**config.mk**
```make
export PLATFORM = sky130hd
export DESIGN_NAME = split_settings_bus
export DESIGN_NICKNAME = d
export VERILOG_FILES = /design/src/rtl/sbus_pkg.sv /design/src/rtl/sbus_window_decode.sv /design/src/rtl/sbus_low_hold.sv /design/src/rtl/sbus_commit.sv /design/src/rtl/split_settings_bus.sv
export SDC_FILE = /design/constraint.sdc
export NUM_CORES = 1
export LEC_CHECK = 0
export CAP_MARGIN = 0
export CORE_ASPECT_RATIO = 2
export CORE_MARGIN = 10
export CORE_UTILIZATION = 35
export CTS_CLUSTER_DIAMETER = 120
export CTS_CLUSTER_SIZE = 12
export DETAILED_ROUTE_END_ITERATION = 10
export PLACE_DENSITY = 0.71
export SKIP_LAST_GASP = 1
export SYNTH_ARGS = -nofsm -noshare
export SYNTH_HDL_FRONTEND = slang
export SYNTH_SLANG_ARGS = --single-unit
export TNS_END_PERCENT = 30
```
**constraint.sdc**
```tcl
create_clock -name clk -period 5.5 [get_ports clk]
set_input_delay 0.825 -clock clk [delete_from_list [all_inputs] [get_ports clk]]
set_output_delay 0.825 -clock clk [all_outputs]
set_load 0.01 [all_outputs]
```
**src/rtl/sbus_pkg.sv**
```systemverilog
package sbus_pkg;
  localparam int HALF_W     = 16;
  localparam int FULL_W     = 2 * HALF_W;
  localparam int STB_ADDR_W = 8;

  typedef struct packed {
    logic                  stb;
    logic [STB_ADDR_W-1:0] addr;
    logic [FULL_W-1:0]     data;
  } settings_wr_t;
endpackage

```
**src/rtl/sbus_window_decode.sv**
```systemverilog
module sbus_window_decode #(
  parameter int                ADDR_W  = 16,
  parameter int                IDX_W   = 6,
  parameter logic [ADDR_W-1:0] BASE    = 16'h0400
) (
  input  logic [ADDR_W-1:1] addr,
  output logic              hit,
  output logic              hi_half,
  output logic [IDX_W-1:0]  idx
);
  localparam int WIN_LSB = IDX_W + 2;

  always_comb begin
    hit     = (addr[ADDR_W-1:WIN_LSB] == BASE[ADDR_W-1:WIN_LSB]);
    hi_half = addr[1];
    idx     = addr[WIN_LSB-1:2];
  end
endmodule

```
**src/rtl/sbus_low_hold.sv**
```systemverilog
module sbus_low_hold #(
  parameter int W = 16
) (
  input  logic         clk,
  input  logic         rst,
  input  logic         cap_en,
  input  logic [W-1:0] din,
  output logic [W-1:0] q
);
  always_ff @(posedge clk) begin
    if (rst)         q <= '0;
    else if (cap_en) q <= din;
  end
endmodule

```
**src/rtl/sbus_commit.sv**
```systemverilog
module sbus_commit
  import sbus_pkg::*;
#(
  parameter int IDX_W = 6
) (
  input  logic              clk,
  input  logic              rst,
  input  logic              fire,
  input  logic [IDX_W-1:0]  idx,
  input  logic [HALF_W-1:0] hi,
  input  logic [HALF_W-1:0] lo,
  output settings_wr_t      wr
);
  settings_wr_t nxt;

  always_comb begin
    nxt      = wr;
    nxt.stb  = fire;
    if (fire) begin
      nxt.addr = STB_ADDR_W'(idx);
      nxt.data = {hi, lo};
    end
  end

  always_ff @(posedge clk) begin
    if (rst) wr <= '0;
    else     wr <= nxt;
  end
endmodule

```
**src/rtl/split_settings_bus.sv**
```systemverilog
module split_settings_bus
  import sbus_pkg::*;
#(
  parameter int ADDR_W    = 16,
  parameter int SLAVE_IDX = 8,
  parameter int REG_CNT   = 64
) (
  input  logic                  clk,
  input  logic                  rst,
  input  logic                  bus_valid,
  input  logic                  bus_write,
  input  logic [ADDR_W-1:1]     bus_addr,
  input  logic [HALF_W-1:0]     bus_wdata,
  output logic                  bus_ack,
  output logic                  set_stb,
  output logic [STB_ADDR_W-1:0] set_addr,
  output logic [FULL_W-1:0]     set_data
);
  localparam int                IDX_W    = $clog2(REG_CNT);
  localparam logic [ADDR_W-1:0] WIN_BASE = ADDR_W'(SLAVE_IDX) << 7;

  logic              hit, hi_half;
  logic [IDX_W-1:0]  idx;
  logic [HALF_W-1:0] low_q;
  logic              wr_lo, wr_hi;
  settings_wr_t      wr;

  sbus_window_decode #(
    .ADDR_W(ADDR_W), .IDX_W(IDX_W), .BASE(WIN_BASE)
  ) u_dec (
    .addr(bus_addr), .hit(hit), .hi_half(hi_half), .idx(idx)
  );

  always_comb begin
    bus_ack = bus_valid & hit;
    wr_lo   = bus_ack & bus_write & ~hi_half;
    wr_hi   = bus_ack & bus_write &  hi_half;
  end

  sbus_low_hold #(.W(HALF_W)) u_hold (
    .clk(clk), .rst(rst), .cap_en(wr_lo), .din(bus_wdata), .q(low_q)
  );

  sbus_commit #(.IDX_W(IDX_W)) u_commit (
    .clk(clk), .rst(rst), .fire(wr_hi), .idx(idx),
    .hi(bus_wdata), .lo(low_q), .wr(wr)
  );

  assign set_stb  = wr.stb;
  assign set_addr = wr.addr;
  assign set_data = wr.data;
endmodule

```
==> results of run 1 <==
[layout make-up]
class / instances / area [sq um]
Multi-Input combinational cell: 140 / 1110
Clock buffer: 7 / 153
Timing Repair Buffer: 76 / 751
Clock inverter: 1 / 7.51
Sequential cell: 55 / 1100
Fill cell: 622 / 3130
Tap cell: 86 / 108
[per-layer routing]
metal  vias to the layer above  global-route usage  wire length [um]
met1                       747               0.101              1890
met3                         6              0.0335               303
met2                        42               0.185              2860
li1                        817                   -                 -
met4                         0              0.0490                92
met5                         -                   0                 0
[power by group]
group          internal [mW]  total (mW)  switching, mW
clock network          0.194       0.329          0.136
registers              0.398       0.398      0.0000406
logic                 0.0322      0.0478         0.0156
[worst max-delay path: stages]
cell	delay, ns
clkdlybuf4s50_1	0.39
or4_4	0.58
nor3_1	0.24
clkdlybuf4s50_1	0.59
[cells in the final DEF (no fill, tap or decap)]
cell / Yosys / routed
nand2_1: 1 / 1
buf_4: 4 / 2
clkbuf_8: 0 / 2
clkinvlp_4: 0 / 1
dfxtp_1: 55 / 55
nor4_4: 1 / 2
nor3b_1: 1 / 1
clkbuf_16: 0 / 5
clkdlybuf4s50_1: 0 / 73
clkbuf_2: 0 / 1
nand4bb_1: 1 / 1
conb_1: 1 / 2
mux2i_1: 54 / 54
nand2b_1: 77 / 77
or4_4: 1 / 1
nor3_1: 1 / 1
[state kept, by name, summed over array words and instances (netlist names)]
signal	count
u_commit.wr	39
u_hold.q	16
[Yosys cell counts]
master	number	area, sq um
nand2b_1	77	482
dfxtp_1	55	1100
mux2i_1	54	541
clkbuf_1	8	30.0
buf_4	4	30.0
buf_6	2	22.5
buf_2	1	5.00
conb_1	1	3.75
nand2_1	1	3.75
nand4bb_1	1	11.3
nor3_1	1	5.00
nor3b_1	1	7.51
nor4_2	1	12.5
nor4_4	1	21.3
or4_4	1	11.3
[path summary, 6_finish.rpt]
kind                     end  depth (start not counted)  slack [ns]
max                  bus_ack                          4        2.05
min          u_commit.wr[26]                          2        0.47
max reg2reg  u_commit.wr[28]                          2        4.90
min reg2reg  u_commit.wr[26]                          2        0.47
[logic make-up after synthesis]
kind of cell / after synthesis / share of synthesized area
flops: 55 / 0.481
other cells: 1 / 0.00164
simple gates: 84 / 0.242
mux: 54 / 0.236
buf+inv: 15 / 0.0383
[per-stage QoR]
step / hold WS [ns] / area, sq um / worst slack (ns) / std cells / power (mW)
6_report: 0.470 / 3230 / 2.05 / 365 / 0.775
5_1_grt: 0.485 / 3230 / 1.97 / 365 / 0.806
4_1_cts: 0.478 / 3230 / 2.03 / 365 / 0.792
3_5_place_dp: 0.462 / 3070 / 2.03 / 357 / 0.456
3_3_place_gp: 0.459 / 3070 / 2.07 / 357 / 0.455
2_1_floorplan: 0.458 / 2290 / 2.95 / 210 / 0.429
==> metrics.md, run 1 <==
| Metric | Value |
|---|---|
| Routed WL | 5150 um |
| Mean Syn Cell Area | 10.9 sq um |
| Ports | 77 |
| Hold Vio Cnt, Final | 0 |
| CTS sink cnt | 55 |
| Routed via count | 1612 |
| Hold buffer count at cts | 0 |
| Critical path type | in2out |
| Leakage Power | 1.05 nW |
| Root buf cell | clkbuf_16 |
| Clock transition at the registers of the reported paths | 0.06 ns |
| Clock Path Buffers | 2 |
| Worst EP required | 4.68 ns |
| Worst Tran Pin Value | 1.06 ns |
| Area grow syn2layout | 41.2% |
| Total GRT Usage | 0.102 |
| First-pass GRT wire length | 8710 um |
| Synth cell types | 15 |
| DRT Pass-1 Iters | 4 |
| DR iter-0 viols | 80 |
| Worst relative slew slack | 0.296 |
| Max-cap check violation count | 0 |
| Synth Warn # | 0 |
| Outcome | finished, final reports clean |
| Mapped Cells | 209 |
| Setup crit end kind | primary output |
| Type of origin of the critical path | input pin |
| Final TNS setup | 0 ns |
| Die height | 134 um |
| Post-CTS Resized | 0 |
| Ant diodes | 0 |
| DP HPWL | 3700 um |
| Drt via density | 4.42 |
| Port bufs | 74 |
| Period minus WS final | 3.45 ns |
| Number of global-route vias before repair | 1713 |
| Post-layout util | 0.508 |
| Number of buffers created by CTS | 5 |
| Row count | 41 |
| CTS tree | done |
| Residual DRC | 0 |
| Final slew viol count | 0 |
| Clk_lat worst skew | 0.29 ns |
| Crit share post-route | 0.628 |
| HP Class | reg2reg |
| WP data arrival | 2.63 ns |
| Core area | 6360 sq um |
| ANT nets after route | 0 |
| GRT Residual Overflow | 0 |
| Largest net degree at the start of global routing | 78 |
| H-Tree Depth | 2 |
| Starting Density | 0.360 |
| Worst vdd ir | 0.183 mV |
| Seq/Total Area, Yosys | 0.481 |
| Chip width | 77.2 um |
| Final setup fails | 0 |
| Gpl congestion | 0.714 |
| Area of the die | 10400 sq um |
| Post-DR wirelength/cell | 14.1 um |
| Fmax | 0.290 GHz |
| Setup bufs post-CTS | 0 |
| Clock Skew | 0.000770 ns |
| RSZ-0062 raised after global routing | false |
| Power per cell area | 240 nW/um^2 |
| Max Fanout on Critical Path | 3 |
| R2r startpoint | u_commit.wr[28] |
| Cell Area, Synth | 2290 sq um |
| Worst Setup SP | bus_addr[13] |
| Total Nets Final | 313 |
| Hold path startpoint | u_commit.wr[26] |
| Initial antenna violation count | 0 |
| Layout cells sized above 1 | 0.0502 |
| Yosys reg bits | 55 |
Power figures use the tool's default switching activity.
==> inputs of run 2 (changes only) <==
==> constraint.sdc (replaced) <==
create_clock -name clk -period 3.6 [get_ports clk]
set_input_delay 0.54 -clock clk [delete_from_list [all_inputs] [get_ports clk]]
set_output_delay 0.54 -clock clk [all_outputs]
set_load 0.01 [all_outputs]
==> run 2 against run 1 <==
  * Global-route usage is essentially flat
  * First-iteration DRC count down 28%
  * Die area did not move
  * Sequential share of layout area about the same
  * Register-to-register slack got worse by 1.9 ns
  * Critical endpoint unchanged
  * Largest power group unchanged
  * Highest routed layer unchanged
==> metrics.md, run 2 (synthesized netlist as in run 1, its figures left out) <==
| Metric | Value |
|---|---|
| Hold buffer count at cts | 0 (unchanged) |
| Total Nets Final | 313 (unchanged) |
| Final slew viol count | 0 (unchanged) |
| Routed WL | 5310 um (was 5150 um) |
| Core area | 6360 sq um (unchanged) |
| Worst vdd ir | 0.185 mV (was 0.183 mV) |
| Number of global-route vias before repair | 1700 (was 1713) |
| Post-layout util | 0.508 (about the same) |
| Port bufs | 74 (unchanged) |
| Leakage Power | 1.05 nW (about the same) |
| Largest net degree at the start of global routing | 78 (unchanged) |
| Layout cells sized above 1 | 0.0432 (was 0.0502) |
| HP Class | reg2reg (unchanged) |
| Type of origin of the critical path | input pin (unchanged) |
| CTS sink cnt | 55 (unchanged) |
| Drt via density | 4.47 (was 4.42) |
| Power per cell area | 373 nW/um^2 (was 240 nW/um^2) |
| Clock Path Buffers | 2 (unchanged) |
| Max reg flops | 39 (unchanged) |
| Leading cell type in the layout, fill and taps excluded | nand2b_1 (unchanged) |
| Post-CTS Resized | 0 (unchanged) |
| DP HPWL | 3830 um (was 3700 um) |
| Die height | 134 um (unchanged) |
| Initial antenna violation count | 0 (unchanged) |
| Worst relative slew slack | 0.319 (was 0.296) |
| Chip width | 77.2 um (unchanged) |
| Final setup fails | 0 (unchanged) |
| RSZ-0062 raised after global routing | false (unchanged) |
| Crit share post-route | 0.810 |
| GRT Residual Overflow | 0 (unchanged) |
| Max Fanout on Critical Path | 3 (unchanged) |
| Ant diodes | 0 (unchanged) |
| Setup crit end kind | primary output (unchanged) |
| Total GRT Usage | 0.102 (about the same) |
| Period minus WS final | 2.92 ns |
| Worst Tran Pin Value | 1.02 ns (was 1.06 ns) |
| Residual DRC | 0 (unchanged) |
| Power Total | 1.21 mW (was 775 uW) |
| Area grow syn2layout | 41.2% (about the same) |
| Post-DR wirelength/cell | 14.6 um (was 14.1 um) |
| Max-cap check violation count | 0 (unchanged) |
| Critical path type | in2out (unchanged) |
| Filler cell count in the final layout | 621 (was 622) |
| FF-to-FF setup slack | 2.97 ns (was 4.90 ns) |
| Gpl congestion | 0.714 (about the same) |
| Root buf cell | clkbuf_16 (unchanged) |
| WP data arrival | 2.38 ns (was 2.63 ns) |
| Row count | 41 (unchanged) |
| Hold Vio Cnt, Final | 0 (unchanged) |
| Final TNS setup | 0 ns (unchanged) |
| Area of the die | 10400 sq um (unchanged) |
| Commonest non-fill, non-tap cells in the layout | nand2b_1, clkdlybuf4s50_1, dfxtp_1 (unchanged) |
| DRT Pass-1 Iters | 4 (unchanged) |
| Setup bufs post-CTS | 0 (unchanged) |
| ANT nets after route | 0 (unchanged) |
| Clock transition at the registers of the reported paths | 0.06 ns (about the same) |
| Routed via count | 1626 (was 1612) |
| Ports | 77 (unchanged) |
| Clock Skew | 0.00110 ns (was 0.000770 ns) |
| Top Registers | u_commit.wr (39), u_hold.q (16) (unchanged) |
| CTS tree | done (unchanged) |
| DR iter-0 viols | 58 (was 80) |
| Largest Register | u_commit.wr (unchanged) |
| Number of buffers created by CTS | 5 (unchanged) |
| Worst EP required | 3.06 ns (was 4.68 ns) |
| First-pass GRT wire length | 8720 um (was 8710 um) |
| H-Tree Depth | 2 (unchanged) |
| Outcome | finished, final reports clean (unchanged) |
| Fmax | 0.343 GHz |
| Starting Density | 0.360 (unchanged) |
| Clk_lat worst skew | 0.28 ns (was 0.29 ns) |
## run 2: cell types whose count changed in the layout (fill, tap and decap cells not counted)
cell / previous run / this run
bufinv_16: 0 / 1
clkinvlp_4: 1 / 0
clkbuf_8: 2 / 0
clkbuf_1: 0 / 1
## run 2: layer usage
layer  wire length [um]  share of wire  GRT usage
met1               1950           0.37     0.0981
met3                296          0.056     0.0335
met2               2980           0.56      0.193
met5                  0              0          0
met4                 82          0.015     0.0398
## run 2: critical path, cell delays in order
cell             delay, ns
clkdlybuf4s50_1       0.40
or4_4                 0.58
nor3_1                0.27
clkdlybuf4s50_1       0.60
## run 2: power breakdown
| part | switching [mW] | internal, mW | leakage, nW |
|---|---|---|---|
| logic | 0.0236 | 0.0492 | 0.534 |
| clock network | 0.199 | 0.325 | 0.0769 |
| registers | 0.0000609 | 0.608 | 0.443 |
| total | 0.223 | 0.982 | 1.05 |
## run 2: stage by stage
| stage | hold WS [ns] | std cells | cell area, sq um | setup slack (ns) |
|---|---|---|---|---|
| floorplan | 0.458 | 210 | 2290 | 1.51 |
| global placement | 0.459 | 357 | 3070 | 0.749 |
| detailed placement | 0.464 | 357 | 3070 | 0.700 |
| CTS | 0.478 | 364 | 3230 | 0.701 |
| global route | 0.492 | 364 | 3230 | 0.638 |
| finish | 0.471 | 364 | 3230 | 0.684 |
## run 2: worst paths after layout
check	cells past startpoint	start	endpoint
hold / removal	2	u_commit.wr[34]	u_commit.wr[34]
setup reg to reg	2	u_commit.wr[24]	u_commit.wr[24]
hold reg to reg	2	u_commit.wr[34]	u_commit.wr[34]
setup / recovery	4	bus_addr[13]	bus_ack
## run 2: area by class of cell
class / count / area [sq um] / share of cell area
well taps: 86 / 108 / 0.0333
repair buffers: 76 / 751 / 0.232
clock buffers: 6 / 129 / 0.0399
multi-input cells: 140 / 1110 / 0.344
clock inverters: 1 / 30.0 / 0.00930
flip-flops and latches: 55 / 1100 / 0.341
==> inputs of run 3 (changes only) <==
==> constraint.sdc (replaced) <==
create_clock -name clk -period 2.7 [get_ports clk]
set_input_delay 0.405 -clock clk [delete_from_list [all_inputs] [get_ports clk]]
set_output_delay 0.405 -clock clk [all_outputs]
set_load 0.01 [all_outputs]
==> run 3 against run 2 <==
  * Cell count rose by 0.55%
  * Critical path depth did not move
  * Die area did not move
  * Global-route usage rose by 0.11 points
  * Clock skew rose by 0.0018 ns
  * Critical endpoint unchanged
  * Largest power group unchanged
  * Highest routed layer unchanged
==> metrics.md, run 3 (synthesized netlist as in run 1, its figures left out) <==
| Metric | Value |
|---|---|
| Outcome | finished, final reports clean (unchanged) |
| CTS tree | done (unchanged) |
| Slowest library cell on the worst path | clkdlybuf4s50_1 (unchanged) |
| Most frequent CP cell | clkdlybuf4s50_1 (unchanged) |
| Port bufs | 74 (unchanged) |
| Area of the die | 10400 sq um (unchanged) |
| Reg2reg end | u_commit.wr[18] (was u_commit.wr[24]) |
| Final setup fails | 0 (unchanged) |
| Commonest non-fill, non-tap cells in the layout | nand2b_1, clkdlybuf4s50_1, dfxtp_1 (unchanged) |
| Worst EP required | 2.30 ns (was 3.06 ns) |
| Drt via density | 4.36 (was 4.47) |
| Layout cells sized above 1 | 0.0500 (was 0.0432) |
| Critical path type | in2out (unchanged) |
| WP data arrival | 2.12 ns (was 2.38 ns) |
| Root buf cell | clkbuf_16 (unchanged) |
| Row count | 41 (unchanged) |
| Worst relative slew slack | 0.327 (was 0.319) |
| Period minus WS final | 2.53 ns |
| Largest Register | u_commit.wr (unchanged) |
| Worst hold path cell count | 2 (unchanged) |
| Leading cell type in the layout, fill and taps excluded | nand2b_1 (unchanged) |
| Hold path startpoint | u_commit.wr[32] (was u_commit.wr[34]) |
| CTS sink cnt | 55 (unchanged) |
| Number of buffers created by CTS | 5 (unchanged) |
| Crit-path max cell delay | 0.58 ns (was 0.60 ns) |
| FF-to-FF setup slack | 2.09 ns (was 2.97 ns) |
| Area grow syn2layout | 42.9% (was 41.2%) |
| Gpl congestion | 0.693 (was 0.714) |
| Type of origin of the critical path | input pin (unchanged) |
| Crit path buf inv count | 2 (unchanged) |
| HP Class | reg2reg (unchanged) |
| Fmax | 0.396 GHz |
| Core area | 6360 sq um (unchanged) |
| Clock Skew | 0.00286 ns (was 0.00110 ns) |
| R2R depth | 2 (unchanged) |
| Residual DRC | 0 (unchanged) |
| DR iter-0 viols | 80 (was 58) |
| Chip width | 77.2 um (unchanged) |
| Total Nets Final | 315 (was 313) |
| Leakage Power | 1.07 nW (was 1.05 nW) |
| Post-DR wirelength/cell | 14.0 um (was 14.6 um) |
| Setup crit end kind | primary output (unchanged) |
| Clock Path Buffers | 2 (unchanged) |
| Worst vdd ir | 0.518 mV (was 0.185 mV) |
| GRT Residual Overflow | 0 (unchanged) |
| Hold Vio Cnt, Final | 0 (unchanged) |
| Clk_lat worst skew | 0.28 ns (about the same) |
| First-pass GRT wire length | 8760 um (was 8720 um) |
| Post-CTS Resized | 0 (unchanged) |
| Number of global-route vias before repair | 1720 (was 1700) |
| Power per cell area | 492 nW/um^2 (was 373 nW/um^2) |
| Clock transition at the registers of the reported paths | 0.06 ns (about the same) |
| Initial antenna violation count | 0 (unchanged) |
| Crit-path cells | clkdlybuf4s50_1 > or4_4 > nor3_1 > clkdlybuf4s50_1 (unchanged) |
| Routed via count | 1595 (was 1626) |
| Crit share post-route | 0.936 |
| Die height | 134 um (unchanged) |
| RSZ-0062 raised after global routing | false (unchanged) |
| R2r startpoint | u_commit.wr[18] (was u_commit.wr[24]) |
| Largest net degree at the start of global routing | 78 (unchanged) |
| Cell family with most CP delay | buffers and inverters (unchanged) |
| Starting Density | 0.360 (unchanged) |
| DRT Pass-1 Iters | 4 (unchanged) |
| ANT nets after route | 0 (unchanged) |
| Max reg flops | 39 (unchanged) |
| Max-cap check violation count | 0 (unchanged) |
| Ant diodes | 0 (unchanged) |
| Filler cell count in the final layout | 625 (was 621) |
| Setup bufs post-CTS | 0 (unchanged) |
| Routed WL | 5120 um (was 5310 um) |
| Hold EP | u_commit.wr[32] (was u_commit.wr[34]) |
| H-Tree Depth | 2 (unchanged) |
| Hold buffer count at cts | 0 (unchanged) |
| Hold WS | 0.472 ns (was 0.471 ns) |
| Worst Tran Pin Value | 1.01 ns (was 1.02 ns) |
| DP HPWL | 3760 um (was 3830 um) |
| Max Fanout on Critical Path | 2 (was 3) |
| Final slew viol count | 0 (unchanged) |
| Top Registers | u_commit.wr (39), u_hold.q (16) (unchanged) |
| Final TNS setup | 0 ns (unchanged) |
| Total GRT Usage | 0.104 (was 0.102) |
| Ports | 77 (unchanged) |
==> run 3: cell count changes in the layout (fill, tap and decap cells not counted), sizes merged <==
| cell | change |
|---|---|
| buf | +2 |
==> run 3: how the worst max path moves through the flow <==
stage | startpoint | endpoint | slack [ns] | depth (start not counted)
after floorplan | bus_addr[13] | u_hold.q[0] | 0.75 | 4
after global placement | bus_addr[13] | bus_ack | 0.18 | 4
after global routing | bus_addr[12] | bus_ack | 0.11 | 4
after detailed placement | bus_addr[13] | bus_ack | 0.16 | 4
after CTS | bus_addr[13] | bus_ack | 0.16 | 4
final | bus_addr[13] | bus_ack | 0.17 | 4
==> run 3: cell type report <==
cell class | instances | area [sq um] | share of cell area
Clock buffer | 6 | 129 | 0.0394
Clock inverter | 1 | 30.0 | 0.00918
Multi-Input combinational cell | 140 | 1110 | 0.340
Sequential cell | 55 | 1100 | 0.337
Tap cell | 86 | 108 | 0.0329
Timing Repair Buffer | 78 | 791 | 0.242
==> run 3: power by group <==
part           internal (mW)  leakage (nW)  switching (mW)
combinational         0.0665         0.548          0.0315
sequential             0.811         0.443       0.0000831
clock                  0.433        0.0769           0.267
total                   1.31          1.07           0.299
==> run 3: tightest hold or removal path, delay by kind of cell, from the launching register on <==
kind | cells | cell delay (ns)
multiplexers | 1 | 0.05
flip-flops | 1 | 0.31
AND/OR/NAND/NOR | 1 | 0.06
==> run 3: routing by layer <==
metal | track usage | wire, um
met1 | 0.100 | 1890
met2 | 0.194 | 2890
met3 | 0.0321 | 264
met4 | 0.0429 | 76
met5 | 0 | 0
==> run 3: through the flow <==
| step | instance area [sq um] | setup WS (ns) | total power [mW] | instances | utilization |
|---|---|---|---|---|---|
| 2_1_floorplan | 2290 | 0.748 | 0.873 | 210 | - |
| 3_5_place_dp | 3110 | 0.163 | 0.929 | 359 | 0.489 |
| 5_1_grt | 3270 | 0.109 | 1.68 | 366 | 0.514 |
| 6_report | 3270 | 0.174 | 1.61 | 366 | 0.514 |
| 4_1_cts | 3270 | 0.163 | 1.64 | 366 | 0.514 |
| 3_3_place_gp | 3110 | 0.178 | 0.928 | 359 | 0.489 |
